`src/rtl/pl_pkg.sv`:
```
package pl_pkg;
  localparam int unsigned SIG_W = 2;

  typedef enum logic [1:0] {
    SIG_HOLD = 2'd0,
    SIG_TE   = 2'd1,
    SIG_TICK = 2'd2
  } sig_src_e;
endpackage

```
`src/rtl/pl_edge.sv`:
```
module pl_edge #(
  parameter int unsigned W = 3
) (
  input  logic         clk_i,
  input  logic         rst_ni,
  input  logic [W-1:0] in_i,
  output logic [W-1:0] rise_o,
  output logic [W-1:0] fall_o
);
  for (genvar g = 0; g < W; g++) begin : g_bit
    logic prev_q;
    always_ff @(posedge clk_i or negedge rst_ni) begin
      if (!rst_ni) prev_q <= 1'b0;
      else         prev_q <= in_i[g];
    end
    assign rise_o[g] = in_i[g] & ~prev_q;
    assign fall_o[g] = ~in_i[g] & prev_q;
  end
endmodule

```
`src/rtl/pl_ser_capture.sv`:
```
module pl_ser_capture #(
  parameter int unsigned BITS = 8
) (
  input  logic            clk_i,
  input  logic            rst_ni,
  input  logic            arm_i,
  input  logic            fall_i,
  input  logic            sd_i,
  output logic            armed_o,
  output logic [BITS-1:0] word_o
);
  localparam int unsigned CW = (BITS > 1) ? $clog2(BITS) : 1;
  localparam logic [CW-1:0] LAST = CW'(BITS - 1);

  logic            armed_q;
  logic [CW-1:0]   cnt_q;
  logic [BITS-1:0] sh_q, word_q, sh_nxt;

  assign sh_nxt = {sh_q[BITS-2:0], sd_i};

  always_ff @(posedge clk_i or negedge rst_ni) begin
    if (!rst_ni) begin
      armed_q <= 1'b0;
      cnt_q   <= '0;
      sh_q    <= '0;
      word_q  <= '0;
    end else if (arm_i) begin
      // arming edge never samples; any partial word is dropped
      armed_q <= 1'b1;
      cnt_q   <= '0;
    end else if (armed_q && fall_i) begin
      sh_q <= sh_nxt;
      if (cnt_q == LAST) begin
        word_q  <= sh_nxt;
        armed_q <= 1'b0;
        cnt_q   <= '0;
      end else begin
        cnt_q <= cnt_q + 1'b1;
      end
    end
  end

  assign armed_o = armed_q;
  assign word_o  = word_q;
endmodule

```
`src/rtl/pl_sig_latch.sv`:
```
module pl_sig_latch
  import pl_pkg::*;
#(
  parameter int unsigned TICK_CYC = 16
) (
  input  logic             clk_i,
  input  logic             rst_ni,
  input  logic [SIG_W-1:0] sig_i,
  input  logic             te_rise_i,
  input  logic             link_up_i,
  input  logic             pwr_up_i,
  output logic [SIG_W-1:0] sig_o
);
  localparam int unsigned TW = (TICK_CYC > 1) ? $clog2(TICK_CYC) : 1;
  localparam logic [TW-1:0] TLAST = TW'(TICK_CYC - 1);

  logic [TW-1:0]    tmr_q;
  logic             tick;
  logic             free_run;
  sig_src_e         src;
  logic [SIG_W-1:0] sig_q;

  assign free_run = ~link_up_i & pwr_up_i;
  assign tick     = free_run && (tmr_q == TLAST);

  always_comb begin
    if (link_up_i && te_rise_i) src = SIG_TE;
    else if (tick)              src = SIG_TICK;
    else                        src = SIG_HOLD;
  end

  always_ff @(posedge clk_i or negedge rst_ni) begin
    if (!rst_ni)                tmr_q <= '0;
    else if (!free_run || tick) tmr_q <= '0;
    else                        tmr_q <= tmr_q + 1'b1;
  end

  always_ff @(posedge clk_i or negedge rst_ni) begin
    if (!rst_ni)               sig_q <= '0;
    else if (src != SIG_HOLD)  sig_q <= sig_i;
  end

  assign sig_o = sig_q;
endmodule

```
`src/rtl/burst_payload_asm.sv`:
```
module burst_payload_asm
  import pl_pkg::*;
#(
  parameter int unsigned VOICE_W  = 8,
  parameter int unsigned TICK_CYC = 16,
  localparam int unsigned PAY_W   = VOICE_W + SIG_W
) (
  input  logic               clk_i,
  input  logic               rst_ni,
  input  logic               rx_en_i,
  input  logic               dclk_i,
  input  logic               rx_sd_i,
  input  logic               sig1_i,
  input  logic               sig2_i,
  input  logic               te_i,
  input  logic               link_up_i,
  input  logic               pwr_up_i,
  input  logic               lb_ni,
  input  logic [VOICE_W-1:0] demod_word_i,
  input  logic               load_i,
  output logic [PAY_W-1:0]   payload_o
);
  logic [2:0]         rise, fall;
  logic               te_rise;
  logic               armed;
  logic [VOICE_W-1:0] cap_word, voice_sel;
  logic [SIG_W-1:0]   sig_q;
  logic [PAY_W-1:0]   payload_q;

  // bit 0: enable strobe, bit 1: data clock, bit 2: transmit enable
  pl_edge #(.W(3)) i_edge (
    .clk_i  (clk_i),
    .rst_ni (rst_ni),
    .in_i   ({te_i, dclk_i, rx_en_i}),
    .rise_o (rise),
    .fall_o (fall)
  );

  assign te_rise = rise[2];

  pl_ser_capture #(.BITS(VOICE_W)) i_cap (
    .clk_i   (clk_i),
    .rst_ni  (rst_ni),
    .arm_i   (rise[0]),
    .fall_i  (fall[1]),
    .sd_i    (rx_sd_i),
    .armed_o (armed),
    .word_o  (cap_word)
  );

  pl_sig_latch #(.TICK_CYC(TICK_CYC)) i_sig (
    .clk_i     (clk_i),
    .rst_ni    (rst_ni),
    .sig_i     ({sig1_i, sig2_i}),
    .te_rise_i (te_rise),
    .link_up_i (link_up_i),
    .pwr_up_i  (pwr_up_i),
    .sig_o     (sig_q)
  );

  assign voice_sel = (!lb_ni && pwr_up_i) ? demod_word_i : cap_word;

  always_ff @(posedge clk_i or negedge rst_ni) begin
    if (!rst_ni)     payload_q <= '0;
    else if (load_i) payload_q <= {voice_sel, sig_q};
  end

  assign payload_o = payload_q;
endmodule

```
`config.mk`:
```
export PLATFORM = sky130hd
export DESIGN_NAME = burst_payload_asm
export DESIGN_NICKNAME = d
export VERILOG_FILES = /design/src/rtl/pl_pkg.sv /design/src/rtl/pl_edge.sv /design/src/rtl/pl_ser_capture.sv /design/src/rtl/pl_sig_latch.sv /design/src/rtl/burst_payload_asm.sv
export SDC_FILE = /design/constraint.sdc
export NUM_CORES = 1
export LEC_CHECK = 0
export BUFFER_PORTS_ARGS = -buffer_cell sky130_fd_sc_hd__buf_2
export CAP_MARGIN = 25
export CORE_UTILIZATION = 40
export CTS_BUF_LIST = sky130_fd_sc_hd__clkbuf_8
export DETAILED_ROUTE_END_ITERATION = 8
export PLACE_DENSITY = 0.67
export SETUP_SLACK_MARGIN = 0.05
export SLEW_MARGIN = 20
export SYNTH_ARGS = -nofsm -noshare
export SYNTH_HDL_FRONTEND = slang
export SYNTH_SLANG_ARGS = --single-unit
```
`constraint.sdc`:
```
create_clock -name clk_i -period 1.8 [get_ports clk_i]
set_input_delay 0.36 -clock clk_i [delete_from_list [all_inputs] [get_ports clk_i]]
set_output_delay 0.36 -clock clk_i [all_outputs]
set_load 0.05 [all_outputs]
```
# ---- Word level (Yosys, flattened, before mapping)
# Index checks and enable logic that the tools add are counted.
dict set report classes {
  addsub 2
  n_eq_ne 2
  n_reduce_logical 13
  bitwise 9
  n_mux 10
}
# operator n
set op_table {}
lappend op_table {{3-bit 2-to-1 mux} 3}
lappend op_table {{8-bit 2-to-1 mux} 1}
lappend op_table {{2-bit nonzero test} 3}
lappend op_table {{1-bit inverter} 5}
lappend op_table {{4-bit by 1-bit adder with 4-bit output (second input constant)} 1}
lappend op_table {{1-bit AND} 4}
lappend op_table {{4-bit == test (second input constant)} 1}
lappend op_table {{1-bit logical AND} 4}
lappend op_table {{2-bit 2-to-1 mux} 2}
lappend op_table {{4-bit 2-to-1 mux} 1}
lappend op_table {{2-bit AND reduction} 2}
lappend op_table {{3-bit by 1-bit adder with 3-bit output (second input constant)} 1}
lappend op_table {{3-bit == test (second input constant)} 1}
lappend op_table {{1-bit 2-to-1 mux} 3}
lappend op_table {{3-bit AND reduction} 1}
lappend op_table {{1-bit zero test} 2}
lappend op_table {{1-bit logical OR} 1}
dict set report totals {
  inputBits 20
  out_inout_bits 10
  elab_cells 46
  register_bits 38
}

# ---- Longest topological paths before layout
dict set report depth {
  depth_word 6
  depth_mapped 4
  mapped_depth_nobuf 4
}

# ---- Modules after synthesis
# A second synthesis with hierarchy kept.
dict set report hier_totals {
  hier_cells 132
  hier_area_um2 1780.5
}
# mod area_per_inst_um2 cells_per_inst n_inst seq_area_each_um2
set by_module_without_submodules {}
lappend by_module_without_submodules {pl_ser_capture 809.5 51 1 475.5}
lappend by_module_without_submodules {burst_payload_asm 594.3 50 1 250.2}
lappend by_module_without_submodules {pl_sig_latch 264.0 22 1 150.1}
lappend by_module_without_submodules {pl_edge 112.6 9 1 75.1}

# ---- Worst setup path before layout
# OpenSTA, ideal clock, no wires.
dict set report synth_path {
  path_type {reg2reg}
  start {reg i_cap.cnt_q[0]}
  end {reg i_cap.word_q[0] (netlist: i_cap.word_o[0])}
  n_path_buf 0
  slack_ns 0.418
  path_stages_with_launch 5
  t_arrival_ns 1.257
  path_cell_list {dfrtp_1 -> ha_1 -> ha_1 -> nand3b_4 -> mux2_4}
}
dict set report synth_via {
  elab_chain_cells 2
}
# element line
set synth_rtl {}
lappend synth_rtl {{from (decl)} pl_ser_capture.sv:16} ;# logic [CW-1:0] cnt_q;
lappend synth_rtl {{from (signal assigned)} pl_ser_capture.sv:38} ;# cnt_q <= cnt_q + 1'b1;
lappend synth_rtl {{3-bit == test} pl_ser_capture.sv:33} ;# if (cnt_q == LAST) begin
lappend synth_rtl {{3-bit AND reduction (no source line)} --}
lappend synth_rtl {{to (signal assigned)} pl_ser_capture.sv:34} ;# word_q <= sh_nxt;
lappend synth_rtl {{to (decl)} pl_ser_capture.sv:17} ;# logic [BITS-1:0] sh_q, word_q, sh_nxt;
# No other way between the ends.
# A chain may end at the register's enable or synchronous reset.

# ---- Worst setup path in the final report
dict set report layout_path {
  start {reg i_cap.cnt_q[0]}
  end {reg i_cap.word_q[3] (netlist: i_cap.word_o[3])}
}
# The elaborated chain is that of the path after synthesis.

==> report_table.html <==
<table>
<tr><th>Metric</th><th>Value</th></tr>
<tr><th colspan="2">Logic synthesis</th></tr>
<tr><td>Synth area leaders</td><td>sky130_fd_sc_hd__dfrtp_1 (59%), sky130_fd_sc_hd__mux2_4 (14%), sky130_fd_sc_hd__mux2i_1 (4.9%)</td></tr>
<tr><td>Synth Instances</td><td>113</td></tr>
<tr><td>Synthesized area</td><td>1620 sq um</td></tr>
<tr><td>Total number of yosys warnings</td><td>0</td></tr>
<tr><td>Register bit total from synthesis</td><td>38</td></tr>
<tr><td>Proportion of netlist area held by the largest area contributor</td><td>0.586</td></tr>
<tr><td>Netlist cell types</td><td>26</td></tr>
<tr><td>Share of flip-flops with an asynchronous set or reset after synthesis</td><td>1.00</td></tr>
<tr><td>Sequential area share after synthesis</td><td>0.586</td></tr>
<tr><td>Leading area contributor after synthesis</td><td>sky130_fd_sc_hd__dfrtp_1</td></tr>
<tr><td>Count of flip-flops with a built-in enable after synthesis</td><td>0</td></tr>
<tr><td>Per-instance average area after synthesis</td><td>14.4 sq um</td></tr>
<tr><td>Predominant post-synthesis flop cell</td><td>sky130_fd_sc_hd__dfrtp_1</td></tr>
<tr><td>Top cells by count, synth</td><td>sky130_fd_sc_hd__dfrtp_1 (38), sky130_fd_sc_hd__mux2_4 (15), sky130_fd_sc_hd__nor2_1 (13), sky130_fd_sc_hd__a21oi_1 (8), sky130_fd_sc_hd__mux2i_1 (8)</td></tr>
<tr><td>Most numerous cell in the Yosys netlist</td><td>sky130_fd_sc_hd__dfrtp_1</td></tr>
<tr><td>Total nets after synthesis</td><td>136</td></tr>
<tr><th colspan="2">STA</th></tr>
<tr><td>Pin slew with the least headroom to its limit</td><td>514 ps</td></tr>
<tr><td>Minimum setup slack in the final design</td><td>321 ps</td></tr>
<tr><td>Clock Skews</td><td>3.05 ps</td></tr>
<tr><td>Part of the cycle the worst path needs</td><td>0.821</td></tr>
<tr><td>Unrepaired setup endpoints after global routing</td><td>false</td></tr>
<tr><td>Setup Total Neg Slack</td><td>0 ps</td></tr>
<tr><td>Fmax</td><td>0.676 GHz</td></tr>
<tr><td>Slew headroom</td><td>0.658</td></tr>
<tr><td>Hold violation count in the final report</td><td>0</td></tr>
<tr><td>Clock period minus final worst setup slack</td><td>1480 ps</td></tr>
<tr><td>Final Max Slew Viols</td><td>0</td></tr>
<tr><td>Endpoints failing setup</td><td>0</td></tr>
<tr><th colspan="2">Critical path</th></tr>
<tr><td>Count of cell instances traversed by the critical path</td><td>4</td></tr>
<tr><td>Worst-case reg-to-reg path depth</td><td>4</td></tr>
<tr><td>Required time reported for the critical path endpoint</td><td>1970 ps</td></tr>
<tr><td>Kind of start point of the critical path</td><td>flip-flop</td></tr>
<tr><td>Cells along the critical path</td><td>ha_1 &gt; ha_1 &gt; nand3b_4 &gt; mux2_4</td></tr>
<tr><td>Worst path arrival time</td><td>1650 ps</td></tr>
<tr><td>Reg-to-Reg End</td><td>i_cap.word_o[3]$_DFFE_PN0P_</td></tr>
<tr><td>Largest delay share family, worst path</td><td>adder cells</td></tr>
<tr><td>Buffers &amp; Inverters on Critical Path</td><td>0</td></tr>
<tr><td>Worst stage delay on the critical path</td><td>400 ps</td></tr>
<tr><td>Maximum fanout along the worst path</td><td>9</td></tr>
<tr><td>Critical path start-end classification</td><td>reg -&gt; reg</td></tr>
<tr><td>Critical R2R Launch</td><td>i_cap.cnt_q[0]$_DFFE_PN0P_</td></tr>
<tr><td>Setup slack, reg-to-reg</td><td>320 ps</td></tr>
<tr><td>Cell with the most instances on the worst path</td><td>sky130_fd_sc_hd__ha_1</td></tr>
<tr><td>Library cell contributing the largest single delay on the critical path</td><td>sky130_fd_sc_hd__dfrtp_1</td></tr>
<tr><td>Sort of element at the end of the critical path</td><td>flip-flop</td></tr>
<tr><th colspan="2">Clock network</th></tr>
<tr><td>TritonCTS clock tree</td><td>done</td></tr>
<tr><td>Master cell of the clock root buffer</td><td>sky130_fd_sc_hd__clkbuf_8</td></tr>
<tr><td>Number of resized instances in the post-cts repair step</td><td>0</td></tr>
<tr><td>Clock-pin slew on the worst setup and hold paths</td><td>70 ps</td></tr>
<tr><td>Setup fix buffers added after clock tree synthesis</td><td>0</td></tr>
<tr><td>Number of hold buffers added after cts</td><td>0</td></tr>
<tr><td>Clock buffer count from CTS</td><td>5</td></tr>
<tr><td># H-tree levels</td><td>2</td></tr>
<tr><td>Longest Clk Path Bufs</td><td>2</td></tr>
<tr><td>Clock latency on the worst-skew pair</td><td>280 ps</td></tr>
<tr><td>Number of sinks driven by the clock tree</td><td>38</td></tr>
<tr><th colspan="2">Global routing</th></tr>
<tr><td>Met2 Use GR</td><td>0.212</td></tr>
<tr><td>Antenna violations before repair</td><td>0</td></tr>
<tr><td>Busiest layer in global routing</td><td>met2</td></tr>
<tr><td>Maximum number of pins on one net before global-route repair</td><td>39</td></tr>
<tr><td>GR Util met3</td><td>0.0486</td></tr>
<tr><td>First-pass GRT wire length</td><td>4410 microns</td></tr>
<tr><td>Residual overflow from global routing</td><td>0</td></tr>
<tr><td>Vias in the first global route</td><td>902</td></tr>
<tr><td>Total track usage</td><td>0.143</td></tr>
<tr><td>Met1 Track Usage GR</td><td>0.184</td></tr>
<tr><th colspan="2">Placed design</th></tr>
<tr><td>Gp weighted congestion</td><td>0.667</td></tr>
<tr><td>IO buf count</td><td>29</td></tr>
<tr><td>Pre-CTS setup slack</td><td>206 ps</td></tr>
<tr><td>Post-Place Cells</td><td>187</td></tr>
<tr><td>Placed wire-length estimate after detailed placement</td><td>1980 microns</td></tr>
<tr><th colspan="2">Cells and area</th></tr>
<tr><td>Utilization after layout</td><td>0.502</td></tr>
<tr><td>Share of cells above drive strength 1</td><td>0.415</td></tr>
<tr><td># diodes</td><td>0</td></tr>
<tr><td>Total Nets Final</td><td>169</td></tr>
<tr><td>Final std cells w/o fill</td><td>195</td></tr>
<tr><td>Layout overhead on the synthesized area</td><td>16.7%</td></tr>
<tr><th colspan="2">Floorplanning</th></tr>
<tr><td>DIE HEIGHT</td><td>65.7 microns</td></tr>
<tr><td>Core area</td><td>3770 sq um</td></tr>
<tr><td>Die X</td><td>65.7 microns</td></tr>
<tr><td>Die footprint</td><td>4320 sq um</td></tr>
<tr><td>I/O pin count</td><td>30</td></tr>
<tr><td>Initial standard-cell utilization of the core</td><td>0.430</td></tr>
<tr><td>Number of standard-cell rows in the floorplan</td><td>22</td></tr>
<tr><th colspan="2">Drt</th></tr>
<tr><td>Via count</td><td>949</td></tr>
<tr><td>Drt first-iter violations</td><td>57</td></tr>
<tr><td>Wire length per cell after detailed routing</td><td>13.5 microns</td></tr>
<tr><td>Final antenna-violating net count</td><td>0</td></tr>
<tr><td>Avg Vias per Cell</td><td>4.87</td></tr>
<tr><td>Count of TritonRoute iterations in the first routing pass</td><td>2</td></tr>
<tr><td>Remaining design rule violation count</td><td>0</td></tr>
<tr><td>Sum of routed wire length over all layers</td><td>2620 microns</td></tr>
<tr><th colspan="2">Flow run</th></tr>
<tr><td>Max-cap violation count</td><td>0</td></tr>
<tr><th colspan="2">Pwr</th></tr>
<tr><td>P per Cell Area</td><td>1060 nW/um^2</td></tr>
<tr><td>Max VDD drop</td><td>0.407 mV</td></tr>
<tr><td>P_leak</td><td>0.00101 uW</td></tr>
<tr><td>Total power of the final layout</td><td>2000 uW</td></tr>
<tr><th colspan="2">Min path</th></tr>
<tr><td>Path category of the worst min-delay check</td><td>in -&gt; async</td></tr>
<tr><th colspan="2">Run status</th></tr>
<tr><td>Outcome</td><td>complete, no violations</td></tr>
</table>
## layout by cell type, fill, tap and decap left out, types with 2 or more instances in the layout
master,instances
sky130_fd_sc_hd__a21oi_1,8
sky130_fd_sc_hd__a22o_1,2
sky130_fd_sc_hd__buf_2,29
sky130_fd_sc_hd__clkbuf_8,6
sky130_fd_sc_hd__dfrtp_1,38
sky130_fd_sc_hd__ha_1,3
sky130_fd_sc_hd__inv_1,2
sky130_fd_sc_hd__mux2_2,4
sky130_fd_sc_hd__mux2_4,15
sky130_fd_sc_hd__mux2i_1,8
sky130_fd_sc_hd__nand2_1,2
sky130_fd_sc_hd__nand2b_1,2
sky130_fd_sc_hd__nand3_1,2
sky130_fd_sc_hd__nor2_1,13
## final cells by class
cell class	instances	area, sq um
Clock buffer	6	82.6
Inverter	1	3.75
Sequential cell	38	951
Clock inverter	2	8.76
Tap cell	48	60.1
Timing Repair Buffer	30	153
Fill cell	328	1880
Multi-Input combinational cell	70	634
## cells by family (layout without fill, tap and decap cells)
logic type,count (synthesis),count (layout),synth area share
and+or+nand+nor,25,25,0.0902
AOI/OAI and AO/OA,13,13,0.0509
buffers and inverters,5,39,0.0231
DFF,38,38,0.586
xor gates and xnor gates,2,2,0.0108
muxes,27,27,0.216
adders and majority gates,3,3,0.0231
## how the worst max path moves through the flow
stage / startpoint / to / slack [ps]
6_report: i_cap.cnt_q[0]$_DFFE_PN0P_ / i_cap.word_o[3]$_DFFE_PN0P_ / 320
3_3_place_gp: dclk_i / i_cap.sh_q[4]$_DFFE_PN0P_ / 240
4_1_cts: i_cap.cnt_q[0]$_DFFE_PN0P_ / i_cap.word_o[3]$_DFFE_PN0P_ / 310
5_1_grt: i_cap.cnt_q[0]$_DFFE_PN0P_ / i_cap.word_o[3]$_DFFE_PN0P_ / 260
2_1_floorplan: i_cap.cnt_q[0]$_DFFE_PN0P_ / i_cap.word_o[0]$_DFFE_PN0P_ / 420
3_5_place_dp: dclk_i / i_cap.sh_q[2]$_DFFE_PN0P_ / 210
## layer usage
metal	vias to the layer above	wire (microns)	share of wire
li1	463	-	-
met1	454	1170	0.45
met2	26	1230	0.47
met3	6	168	0.064
met4	0	55	0.021
met5	-	0	0
## power breakdown
group	total (uW)	switching, uW	internal (uW)
Sequential	1050	82.0	972
Clock	577	274	303
Combinational	367	188	179
Total	2000	544	1450
## registers in the layout, indices dropped and copies added, names as in the netlist
name,flops
i_cap.armed_o,1
i_cap.cnt_q,3
i_cap.sh_q,7
i_cap.word_o,8
i_edge.g_bit.prev_q,3
i_sig.sig_o,2
i_sig.tmr_q,4
payload_o,10
## through the flow
stage                     hold WS, ps  instance area, sq um
final                             105                  1890
after floorplan                  64.4                  1620
after global placement            416                  1800
after detailed placement          433                  1800
after global routing              146                  1890
after CTS                         117                  1890
Power figures use the tool's default switching activity.
